===== src/rtl/evt_front_pkg.sv =====
package evt_front_pkg;

    localparam int unsigned MIN_TIMERS = 3;
    localparam int unsigned MAX_TIMERS = 24;
    localparam int unsigned SLOT_W     = 5;
    localparam logic [31:0] CAP_BASE   = 32'h8086_A001;

    localparam logic [7:0] OFS_CAP    = 8'h00;
    localparam logic [7:0] OFS_PERIOD = 8'h04;
    localparam logic [7:0] OFS_CFG    = 8'h10;
    localparam logic [7:0] OFS_CFG_HI = 8'h14;
    localparam logic [7:0] OFS_STATUS = 8'h20;
    localparam logic [7:0] OFS_CNT_LO = 8'hF0;
    localparam logic [7:0] OFS_CNT_HI = 8'hF4;

    typedef enum logic [0:0] {BUS_IDLE, BUS_RESP} bus_state_e;
    typedef enum logic [0:0] {CNT_HALTED, CNT_RUNNING} cnt_state_e;
    typedef enum logic [2:0] {
        REG_NONE, REG_CAP, REG_PERIOD, REG_CFG,
        REG_STATUS, REG_CNT_LO, REG_CNT_HI, REG_CHAN
    } reg_sel_e;

    function automatic int unsigned clamp_timers(input int unsigned n);
        if (n < MIN_TIMERS) return MIN_TIMERS;
        if (n > MAX_TIMERS) return MAX_TIMERS;
        return n;
    endfunction

endpackage


===== src/rtl/evt_addr_decode.sv =====
module evt_addr_decode
    import evt_front_pkg::*;
#(
    parameter int unsigned NT = 3
) (
    input  logic [9:0]        addr,
    input  logic [2:0]        size,
    output reg_sel_e          sel,
    output logic [SLOT_W-1:0] slot
);
    logic legal;

    always_comb begin
        legal = (size == 3'd4) && (addr[1:0] == 2'b00);
        slot  = addr[9:5] - 5'd8;
        sel   = REG_NONE;
        if (legal) begin
            if (addr[9:8] != 2'b00) begin
                if (slot < SLOT_W'(NT)) sel = REG_CHAN;
            end else begin
                unique case (addr[7:0])
                    OFS_CAP:    sel = REG_CAP;
                    OFS_PERIOD: sel = REG_PERIOD;
                    OFS_CFG:    sel = REG_CFG;
                    OFS_STATUS: sel = REG_STATUS;
                    OFS_CNT_LO: sel = REG_CNT_LO;
                    OFS_CNT_HI: sel = REG_CNT_HI;
                    default:    sel = REG_NONE;
                endcase
            end
        end
    end

endmodule


===== src/rtl/evt_main_counter.sv =====
module evt_main_counter
    import evt_front_pkg::*;
#(
    parameter int unsigned CW = 64
) (
    input  logic          clk,
    input  logic          rst_n,
    input  logic          en,
    input  logic          wr_lo,
    input  logic          wr_hi,
    input  logic [31:0]   wdata,
    output logic [CW-1:0] cnt,
    output logic          resume,
    output logic          wr_warn
);
    localparam int unsigned HW = CW / 2;

    cnt_state_e state_q, state_d;

    // state register
    always_ff @(posedge clk) begin
        if (!rst_n) state_q <= CNT_HALTED;
        else        state_q <= state_d;
    end

    // transitions: resume (HALTED->RUNNING), freeze (RUNNING->HALTED)
    always_comb begin
        state_d = state_q;
        unique case (state_q)
            CNT_HALTED:  if (en)  state_d = CNT_RUNNING;
            CNT_RUNNING: if (!en) state_d = CNT_HALTED;
            default:     state_d = CNT_HALTED;
        endcase
    end

    // outputs
    assign resume = (state_q == CNT_HALTED) && en;

    always_ff @(posedge clk) begin
        if (!rst_n) begin
            cnt     <= '0;
            wr_warn <= 1'b0;
        end else begin
            wr_warn <= (wr_lo || wr_hi) && en;
            if (wr_lo)      cnt <= {cnt[CW-1:HW], wdata[HW-1:0]};
            else if (wr_hi) cnt <= {wdata[HW-1:0], cnt[HW-1:0]};
            else if (en)    cnt <= cnt + 1'b1;
        end
    end

    p_step_r4: assert property (@(posedge clk) disable iff (!rst_n)
        (en && !wr_lo && !wr_hi) |=> (cnt == $past(cnt) + 1'b1));

    p_hold_r4: assert property (@(posedge clk) disable iff (!rst_n)
        (!en && !wr_lo && !wr_hi) |=> $stable(cnt));

    p_warn_r5: assert property (@(posedge clk) disable iff (!rst_n)
        (!en) |=> !wr_warn);

endmodule


===== src/rtl/evt_int_status.sv =====
module evt_int_status #(
    parameter int unsigned NT = 3
) (
    input  logic          clk,
    input  logic          rst_n,
    input  logic          en,
    input  logic [NT-1:0] evt,
    input  logic          clr_we,
    input  logic [NT-1:0] clr_mask,
    output logic [NT-1:0] status
);
    logic [NT-1:0] keep;

    assign keep = clr_we ? ~clr_mask : '1;

    always_ff @(posedge clk) begin
        if (!rst_n || !en) status <= '0;
        else               status <= (status & keep) | evt;
    end

    p_off_clear_r7: assert property (@(posedge clk) disable iff (!rst_n)
        (!en) |=> (status == '0));

    p_evt_set_r7: assert property (@(posedge clk) disable iff (!rst_n)
        (en && (evt != '0)) |=> ((status & $past(evt)) == $past(evt)));

endmodule


===== src/rtl/evt_timer_regfront.sv =====
module evt_timer_regfront
    import evt_front_pkg::*;
#(
    parameter int unsigned NUM_TIMERS = 3,
    parameter logic [31:0] TICK_FS    = 32'd20_000_000
) (
    input  logic                                        clk,
    input  logic                                        rst_n,
    input  logic                                        req_valid,
    output logic                                        req_ready,
    input  logic                                        req_write,
    input  logic [9:0]                                  req_addr,
    input  logic [2:0]                                  req_size,
    input  logic [31:0]                                 req_wdata,
    output logic                                        resp_valid,
    output logic [31:0]                                 resp_rdata,
    output logic [clamp_timers(NUM_TIMERS)-1:0]         chan_sel,
    output logic [4:0]                                  chan_offset,
    output logic                                        chan_wr,
    output logic                                        chan_rd,
    output logic [31:0]                                 chan_wdata,
    input  logic [clamp_timers(NUM_TIMERS)*32-1:0]      chan_rdata,
    input  logic [clamp_timers(NUM_TIMERS)-1:0]         chan_cmp_ones,
    output logic [clamp_timers(NUM_TIMERS)-1:0]         chan_rearm,
    input  logic [clamp_timers(NUM_TIMERS)-1:0]         chan_event,
    output logic [63:0]                                 main_count,
    output logic                                        glb_enable,
    output logic                                        glb_legacy,
    output logic                                        count_wr_warn
);
    localparam int unsigned NT      = clamp_timers(NUM_TIMERS);
    localparam logic [31:0] CAP_LOW = CAP_BASE | (32'(NT - 1) << 8);

    bus_state_e        state_q, state_d;
    reg_sel_e          dec_sel;
    logic [SLOT_W-1:0] dec_slot;
    logic              accept;
    logic [1:0]        cfg_q;
    logic [NT-1:0]     status;
    logic              resume;
    logic [31:0]       rd_mux;
    logic              wr_cfg, wr_lo, wr_hi, wr_stat;

    evt_addr_decode #(.NT(NT)) u_dec (
        .addr (req_addr),
        .size (req_size),
        .sel  (dec_sel),
        .slot (dec_slot)
    );

    // bus state register
    always_ff @(posedge clk) begin
        if (!rst_n) state_q <= BUS_IDLE;
        else        state_q <= state_d;
    end

    // transitions: accept (IDLE->RESP), retire (RESP->IDLE)
    always_comb begin
        state_d = state_q;
        unique case (state_q)
            BUS_IDLE: if (req_valid) state_d = BUS_RESP;
            BUS_RESP: state_d = BUS_IDLE;
            default:  state_d = BUS_IDLE;
        endcase
    end

    // bus outputs
    assign req_ready  = (state_q == BUS_IDLE);
    assign resp_valid = (state_q == BUS_RESP);
    assign accept     = req_valid && req_ready;

    assign wr_cfg  = accept && req_write && (dec_sel == REG_CFG);
    assign wr_lo   = accept && req_write && (dec_sel == REG_CNT_LO);
    assign wr_hi   = accept && req_write && (dec_sel == REG_CNT_HI);
    assign wr_stat = accept && req_write && (dec_sel == REG_STATUS);

    // channel hand-off
    generate
        for (genvar n = 0; n < NT; n++) begin : g_sel
            assign chan_sel[n] = accept && (dec_sel == REG_CHAN) &&
                                 (dec_slot == SLOT_W'(n));
        end
    endgenerate

    assign chan_offset = req_addr[4:0];
    assign chan_wdata  = req_wdata;
    assign chan_wr     = accept && req_write  && (dec_sel == REG_CHAN);
    assign chan_rd     = accept && !req_write && (dec_sel == REG_CHAN);

    // global config
    always_ff @(posedge clk) begin
        if (!rst_n)      cfg_q <= 2'b00;
        else if (wr_cfg) cfg_q <= req_wdata[1:0];
    end

    assign glb_enable = cfg_q[0];
    assign glb_legacy = cfg_q[1];

    evt_main_counter #(.CW(64)) u_cnt (
        .clk     (clk),
        .rst_n   (rst_n),
        .en      (cfg_q[0]),
        .wr_lo   (wr_lo),
        .wr_hi   (wr_hi),
        .wdata   (req_wdata),
        .cnt     (main_count),
        .resume  (resume),
        .wr_warn (count_wr_warn)
    );

    assign chan_rearm = {NT{resume}} & ~chan_cmp_ones;

    evt_int_status #(.NT(NT)) u_stat (
        .clk      (clk),
        .rst_n    (rst_n),
        .en       (cfg_q[0]),
        .evt      (chan_event),
        .clr_we   (wr_stat),
        .clr_mask (req_wdata[NT-1:0]),
        .status   (status)
    );

    // read data mux
    always_comb begin
        rd_mux = '0;
        unique case (dec_sel)
            REG_CAP:    rd_mux = CAP_LOW;
            REG_PERIOD: rd_mux = TICK_FS;
            REG_CFG:    rd_mux = {30'd0, cfg_q};
            REG_STATUS: rd_mux = 32'(status);
            REG_CNT_LO: rd_mux = main_count[31:0];
            REG_CNT_HI: rd_mux = main_count[63:32];
            REG_CHAN:   rd_mux = chan_rdata[dec_slot*32 +: 32];
            default:    rd_mux = '0;
        endcase
    end

    always_ff @(posedge clk) begin
        if (!rst_n)      resp_rdata <= '0;
        else if (accept) resp_rdata <= req_write ? 32'd0 : rd_mux;
    end

    p_sel_onehot_r8: assert property (@(posedge clk) disable iff (!rst_n)
        $onehot0(chan_sel));

    p_absent_quiet_r9: assert property (@(posedge clk) disable iff (!rst_n)
        (accept && (req_addr[9:8] != 2'b00) &&
         ((req_addr[9:5] - 5'd8) >= SLOT_W'(NT)))
        |-> ((chan_sel == '0) && !chan_wr && !chan_rd));

    p_bad_size_r10: assert property (@(posedge clk) disable iff (!rst_n)
        (accept && (req_size != 3'd4)) |-> ((chan_sel == '0) && !chan_wr && !chan_rd));

    p_resp_next_r11: assert property (@(posedge clk) disable iff (!rst_n)
        accept |=> resp_valid);

    p_resp_single_r11: assert property (@(posedge clk) disable iff (!rst_n)
        resp_valid |=> !resp_valid);

    p_cap_read_r2: assert property (@(posedge clk) disable iff (!rst_n)
        (accept && !req_write && (req_addr == 10'h000) && (req_size == 3'd4))
        |=> (resp_rdata == CAP_LOW));

    p_rearm_edge_r6: assert property (@(posedge clk) disable iff (!rst_n)
        (chan_rearm != '0) |-> $rose(glb_enable));

endmodule


===== config.mk =====
export PLATFORM = sky130hd
export DESIGN_NAME = evt_timer_regfront
export DESIGN_NICKNAME = d
export VERILOG_FILES = /design/src/rtl/evt_front_pkg.sv /design/src/rtl/evt_addr_decode.sv /design/src/rtl/evt_main_counter.sv /design/src/rtl/evt_int_status.sv /design/src/rtl/evt_timer_regfront.sv
export SDC_FILE = /design/constraint.sdc
export NUM_CORES = 1
export LEC_CHECK = 0
export BUFFER_PORTS_ARGS = -buffer_cell sky130_fd_sc_hd__buf_2
export CAP_MARGIN = 20
export CORE_UTILIZATION = 53
export CTS_CLUSTER_SIZE = 14
export DETAILED_ROUTE_END_ITERATION = 12
export PLACE_DENSITY_LB_ADDON = 0.12
export SYNTH_ARGS = -nofsm -noshare
export SYNTH_HDL_FRONTEND = slang
export SYNTH_SLANG_ARGS = --single-unit
export TNS_END_PERCENT = 10

===== constraint.sdc =====
create_clock -name clk -period 6.38 [get_ports clk]
set_input_delay 0.319 -clock clk [delete_from_list [all_inputs] [get_ports clk]]
set_output_delay 0.319 -clock clk [all_outputs]
set_load 0.005 [all_outputs]

## Yosys cells after proc, flatten, opt, wreduce, memory -nomap -nowiden

Index checks and enable logic that the tools add are counted.

| storage, ports and cells | value |
|---|---|
| bits in registers | 104 |
| input port bits | 151 |
| output and inout bits | 146 |
| logic and storage cells | 78 |

| cells by class | value |
|---|---|
| add/sub/neg operators | 2 |
| $lt $le $gt $ge | 1 |
| equality and inequality tests | 16 |
| shift operators | 1 |
| muxes and demuxes | 13 |
| bitwise operators | 8 |
| reduce and logical (&&, ||, !) cells | 29 |

Operators by type and width:

| cell | number |
|---|---|
| 32-bit case mux with 7 select lines | 1 |
| 64-bit two-way mux | 2 |
| 96-bit by 11-bit indexed part select with 32-bit output | 1 |
| 64-bit by 1-bit adder with 64-bit output, second input constant | 1 |
| 32-bit two-way mux | 2 |
| 3-bit case mux with 6 select lines | 1 |
| 8-bit equality test, second input constant | 2 |
| 1-bit logical AND | 16 |
| 3-bit equality test, second input constant | 5 |
| 3-bit two-way mux | 4 |
| 8-bit by 3-bit equality test with 1-bit output, second input constant | 1 |
| 8-bit by 5-bit equality test with 1-bit output, second input constant | 1 |
| 8-bit by 6-bit equality test with 1-bit output, second input constant | 1 |
| 8-bit zero test | 1 |
| 3-bit AND | 2 |
| 3-bit by 2-bit equality test with 1-bit output, second input constant | 2 |
| 3-bit inverter | 2 |
| 2-bit nonzero test | 3 |
| 5-bit by 1-bit equality test with 1-bit output, second input constant | 1 |
| 5-bit by 2-bit equality test with 1-bit output, second input constant | 1 |
| 5-bit zero test | 1 |
| 5-bit by 2-bit less-than comparator with 1-bit output, second input constant | 1 |
| 5-bit by 4-bit subtractor with 5-bit output, second input constant | 1 |
| 2-bit AND reduction | 2 |
| other kinds (9) | 15 |

## Depth between registers and ports, before layout

| depth | value |
|---|---|
| depth after elaboration | 10 |
| mapped depth | 10 |
| mapped depth without buffers | 8 |

## Modules after synthesis

A second synthesis with hierarchy kept.

| unflattened totals | value |
|---|---|
| cells, all modules | 1,016 |
| area total of the unflattened synthesis | 7,739.9 sq um |

By module, submodules not included:

| module | times used | cells each | area an instance (sq um) | sequential area each (sq um) |
|---|---|---|---|---|
| evt_main_counter | 1 | 552 | 4,226.6 | 1,321.3 |
| evt_timer_regfront | 1 | 423 | 3,211.8 | 700.7 |
| evt_addr_decode | 1 | 28 | 188.9 | 0.0 |
| evt_int_status | 1 | 13 | 112.6 | 60.1 |

## Worst setup path before layout

No wires, ideal clock.

| path | value |
|---|---|
| path kind | flip-flop to flip-flop |
| start | reg u_cnt.cnt[36] |
| end | reg u_cnt.cnt[54] |
| library setup time | 0.121 ns |
| arrival time | 2.232 ns |
| required time | 6.259 ns |
| path slack | 4.027 ns |
| cell stages (with the launch flop) | 9 |
| buffers on the path | 2 |
| period minus slack after synthesis | 2.353 ns |
| path through | dfxtp_1 > buf_4 > nand4_1 > or4_1 > or4_4 > buf_6 > or3_1 > a22oi_1 > a21oi_1 |

| on the way | value |
|---|---|
| cells in the longest elaborated chain, start to end | 3 |

Ends and longest elaborated chain:

| what | RTL line | source |
|---|---|---|
| start: declaration | evt_main_counter.sv:12 | `output logic [CW-1:0] cnt,` |
| start signal: assignment | evt_main_counter.sv:45 | `if (wr_lo) cnt <= {cnt[CW-1:HW], wdata[HW-1:0]};` |
| start signal: assignment | evt_main_counter.sv:46 | `else if (wr_hi) cnt <= {wdata[HW-1:0], cnt[HW-1:0]};` |
| start signal: assignment | evt_main_counter.sv:47 | `else if (en) cnt <= cnt + 1'b1;` |
| 64-bit by 1-bit adder with 64-bit output | evt_main_counter.sv:47 |  |
| 64-bit two-way mux | evt_main_counter.sv:47 |  |
| 64-bit two-way mux | evt_main_counter.sv:46 |  |

Every way passes these cells. The select of a mux whose other input is x is not followed.
A chain may end at the register's enable or synchronous reset.

## Worst setup path in the final report

| path | value |
|---|---|
| start | in req_addr[5] |
| end | reg u_cnt.cnt[34] |

| on the way | value |
|---|---|
| cells in the longest elaborated chain, start to end | 9 |
| elaborated cells between the ends (all ways) | 20 |
| those cells by class | add/sub: 1; order compare: 1; eq/ne: 7; mux: 5; bitwise: 1; reduce/logical: 5 |

Ends and longest elaborated chain:

| what | RTL line | source |
|---|---|---|
| start: declaration | evt_timer_regfront.sv:12 | `input logic [9:0] req_addr,` |
| 5-bit by 4-bit subtractor with 5-bit output | evt_addr_decode.sv:15 | `slot = addr[9:5] - 5'd8;` |
| 5-bit by 2-bit less-than comparator with 1-bit output | evt_addr_decode.sv:19 | `if (slot < SLOT_W'(NT)) sel = REG_CHAN;` |
| 3-bit two-way mux | evt_addr_decode.sv:19 |  |
| 3-bit two-way mux * | evt_addr_decode.sv:18 | `if (addr[9:8] != 2'b00) begin` |
| 3-bit two-way mux * | evt_addr_decode.sv:17 | `if (legal) begin` |
| 3-bit equality test, on equally long branches | evt_timer_regfront.sv:74, evt_timer_regfront.sv:73 |  |
| 1-bit logical AND, on equally long branches | evt_timer_regfront.sv:74, evt_timer_regfront.sv:73 |  |
| 2-bit nonzero test (no source line) / 1-bit inverter (equally long branches) | - |  |
| 2-bit AND reduction (no source line) | - |  |

Every way passes the cells marked *; elsewhere a longest branch is shown, timed or not. The select of a mux whose other input is x is not followed.

==> summary.md <==
| Metric | Value |
|---|---|
| H-tree depth | `3` |
| Filler Cells Inserted | `1257` |
| CP Class | `input port to register` |
| Drt drc | `0` |
| Total Neg Setup Slack | `0 ps` |
| Post-Synthesis Cells | `984` |
| Clock power share | `0.418` |
| Crit Path Max Fanout | `41` |
| Sink Count | `104` |
| Post-Route WL | `29.6 mm` |
| Cell Pwr Density | `161 mW/mm2` |
| Syn Std Cell Area | `0.00724 mm2` |
| DR vias | `8746` |
| Leakage power | `0.00358 uW` |
| Synth Area in XOR/XNOR | `0.0363` |
| Final hold vios | `0` |
| Worst path max stage delay | `1000 ps` |
| Slack of the critical path | `3260 ps` |
| Crit path max-delay family | `simple AND/OR/NAND/NOR gates` |
| First-pass GRT wire length | `44.4 mm` |
| Seq pwr share | `0.464` |
| Synth-to-Final Area Change | `21.5%` |
| Total CTS buffers | `9` |
| Synth async-reset ratio | `0` |
| Yosys warning count | `0` |
| Most used DFF post-synth | `dfxtp_1` |
| Critical path cell sequence | `buf_2 -> nand4_1 -> or4_1 -> a2bb2oi_2 -> buf_4 -> o21ai_0 -> a22oi_1 -> nor2_1` |
| Register area | `0.00208 mm2` |
| Avg Vias per Cell | `6.36` |
| Max Buffers Root-to-Sink | `2` |
| Pint | `1050 uW` |
| Initial core utilization | `0.545` |
| Highest Clock Rate | `321 MHz` |
| Total GRT Usage | `0.407` |
| IO Count | `297` |
| Post-synthesis compound-gate area fraction | `0.264` |
| Hold Startpoint | `req_wdata[2]` |
| Layout cells sized above 1 | `0.283` |
| Nets@finish | `1349` |
| CP Launch Point | `req_addr[5]` |
| EDFF count, synth | `0` |
| Yosys reg bits | `104` |
| Buf+Inv Stages, Crit Path | `2` |
| CP Launch Type | `input port` |
| Post-route minimum period | `3120 ps` |
| Die height | `119 um` |
| Die X | `119 um` |
| Area leader, netlist | `dfxtp_1` |
| Gpl congestion | `0.966` |
| Leading post-synthesis cells by cell area | `dfxtp_1 29%, a21oi_1 6.2%, nor2_1 5.6%, o21ai_0 5.6%, mux2i_1 5.1%` |
| RSZ-0062 raised after global routing | `no` |
| Synth cell count leaders | `109 x nor2_1, 104 x dfxtp_1, 90 x a21oi_1` |
| Synth Area in Simple Gates | `0.267` |
| Register area share after synthesis | `0.287` |
| CTS root buf | `clkbuf_16` |
| CTS tree | `built` |
| Post-synthesis mux area share | `0.0511` |
| Synthesized Nets | `1138` |
| VDD IR max | `0.117 mV` |
| WP data required | `6620 ps` |
| Gr ovfl total | `0` |
| Most common cell in the netlist | `nor2_1` |
| Die area | `0.0141 mm2` |
| Core area | `0.0133 mm2` |
| Later-pin clock latency in the skew report | `360 ps` |
| Post-cts sizing count | `0` |
| Area of the multi-input gates | `0.00455 mm2` |
| Dpl hpwl | `21.9 mm` |
| Setup Skew | `11.2 ps` |
| Combinational Power Share | `0.118` |
| Vias in the first global route | `7648` |
| Port Buf Inserts | `296` |
| Min-Delay Path Class | `input port to register` |
| Yosys cell types | `68` |
| Synth Area per Inst | `7.36 um2` |
| Worst setup EP type | `register` |
| Slew @ Worst Pin | `1180 ps` |
| Switch share | `0.259` |
| Setup Slack @ Placement | `2800 ps` |
| Pin count of the biggest net entering global routing | `58` |
| Crit path DAT | `3360 ps` |
| Cts hold-fix bufs | `0` |
| CTS clk-pin slew, worst paths | `80 ps` |
| Combinational family with the most area after synthesis | `simple AND/OR/NAND/NOR gates` |
| Number of routed nets with antenna violations | `0` |
| Adder-cell area share of the yosys netlist | `0.00518` |
| Initial antenna violation count | `1` |
| Status | `completed` |
| Max_cap viols | `0` |
| CP max stage cell | `or4_1` |
| Slew headroom | `0.214` |
| # Post-CTS Setup Buffers | `0` |
| Final Setup Violations | `0` |
| Post-synth top area share | `0.287` |
| Pins Over Slew Limit | `0` |
| Starting DRT DRC Count | `964` |
| Row Count | `42` |
| Final Cycle Share | `0.489` |
| RR Startpoint | `u_cnt.cnt[36]` |
| P_sw | `366 uW` |
| Number of detailed-route iterations in the first pass | `6` |
| Per-cell routed wire length | `21.5 um` |
sequential cells by signal (all words and copies together), names as in the netlist:
register,count
resp_rdata,32
u_cnt.cnt,64
resp_valid,1
cfg_q,2
u_cnt.wr_warn,1
u_cnt.state_q,1
u_stat.status,3
stage by stage:
| stage | power [uW] | instance area (um2) | utilization | cells | hold WS [ps] |
|---|---|---|---|---|---|
| after floorplan | 756 | 7240 | - | 984 | 419 |
| after global placement | 835 | 8470 | 0.637 | 1357 | 431 |
| after detailed placement | 835 | 8470 | 0.637 | 1357 | 439 |
| after CTS | 1400 | 8780 | 0.660 | 1372 | 198 |
| after global routing | 1450 | 8800 | 0.662 | 1376 | 216 |
| final | 1410 | 8800 | 0.662 | 1376 | 209 |
power groups by stage:
stage | sequential (uW) | combinational [uW] | clock, uW
2_1_floorplan | 668 | 87.5 | 0
3_3_place_gp | 670 | 164 | 0
3_5_place_dp | 670 | 165 | 0
4_1_cts | 655 | 166 | 584
5_1_grt | 656 | 181 | 611
6_report | 656 | 167 | 591
routing by layer:
metal,vias to the layer above,GRT usage,part of all wire
met5,-,0,0
met2,632,0.628,0.45
met4,0,0.173,0.035
met3,76,0.0757,0.13
met1,4003,0.555,0.39
li1,4035,-,-
area by class of cell:
type | instances | share of cell area
antenna | 1 | 0.000284
clock buffer | 11 | 0.0287
clock inverter | 4 | 0.00583
inverter | 18 | 0.00768
multi-input combinational | 753 | 0.517
sequential | 104 | 0.237
tap | 176 | 0.0250
timing repair buffer | 309 | 0.179
layout by cell type, fill, tap and decap left out, types with 8 or more instances in the layout:
cell type / n
buf_2: 296
nor2_1: 109
dfxtp_1: 104
a21oi_1: 90
nand2_1: 84
o21ai_0: 81
mux2i_1: 37
nand3_1: 35
nand4_1: 29
nor3_1: 23
xnor2_1: 23
a211oi_1: 20
inv_1: 18
nor4_1: 16
and2_1: 15
a221oi_1: 15
a22oi_1: 15
and4_1: 14
and3_1: 12
o211ai_1: 12
buf_4: 12
a31oi_1: 10
clkbuf_16: 9
or4_1: 8
or3_1: 8
o22ai_1: 8
cell families after synthesis:
logic type | count (synthesis)
multiplexers | 37
AND/OR/NAND/NOR | 381
adder cells (fa/ha/maj) | 3
XOR/XNOR | 30
flip-flops | 104
buffers and inverters | 127
AO/OA/AOI/OAI | 302
final timing paths:
check | endpoint | slack [ps] | cells after the start
worst max-delay path | u_cnt.cnt[34] | 3260 | 8
worst max register to register | u_cnt.cnt[48] | 3540 | 6
worst min register to register | resp_rdata[4] | 450 | 2
worst min-delay path | u_stat.status[2] | 210 | 2
No activity file was read; power rests on OpenSTA's default activity.
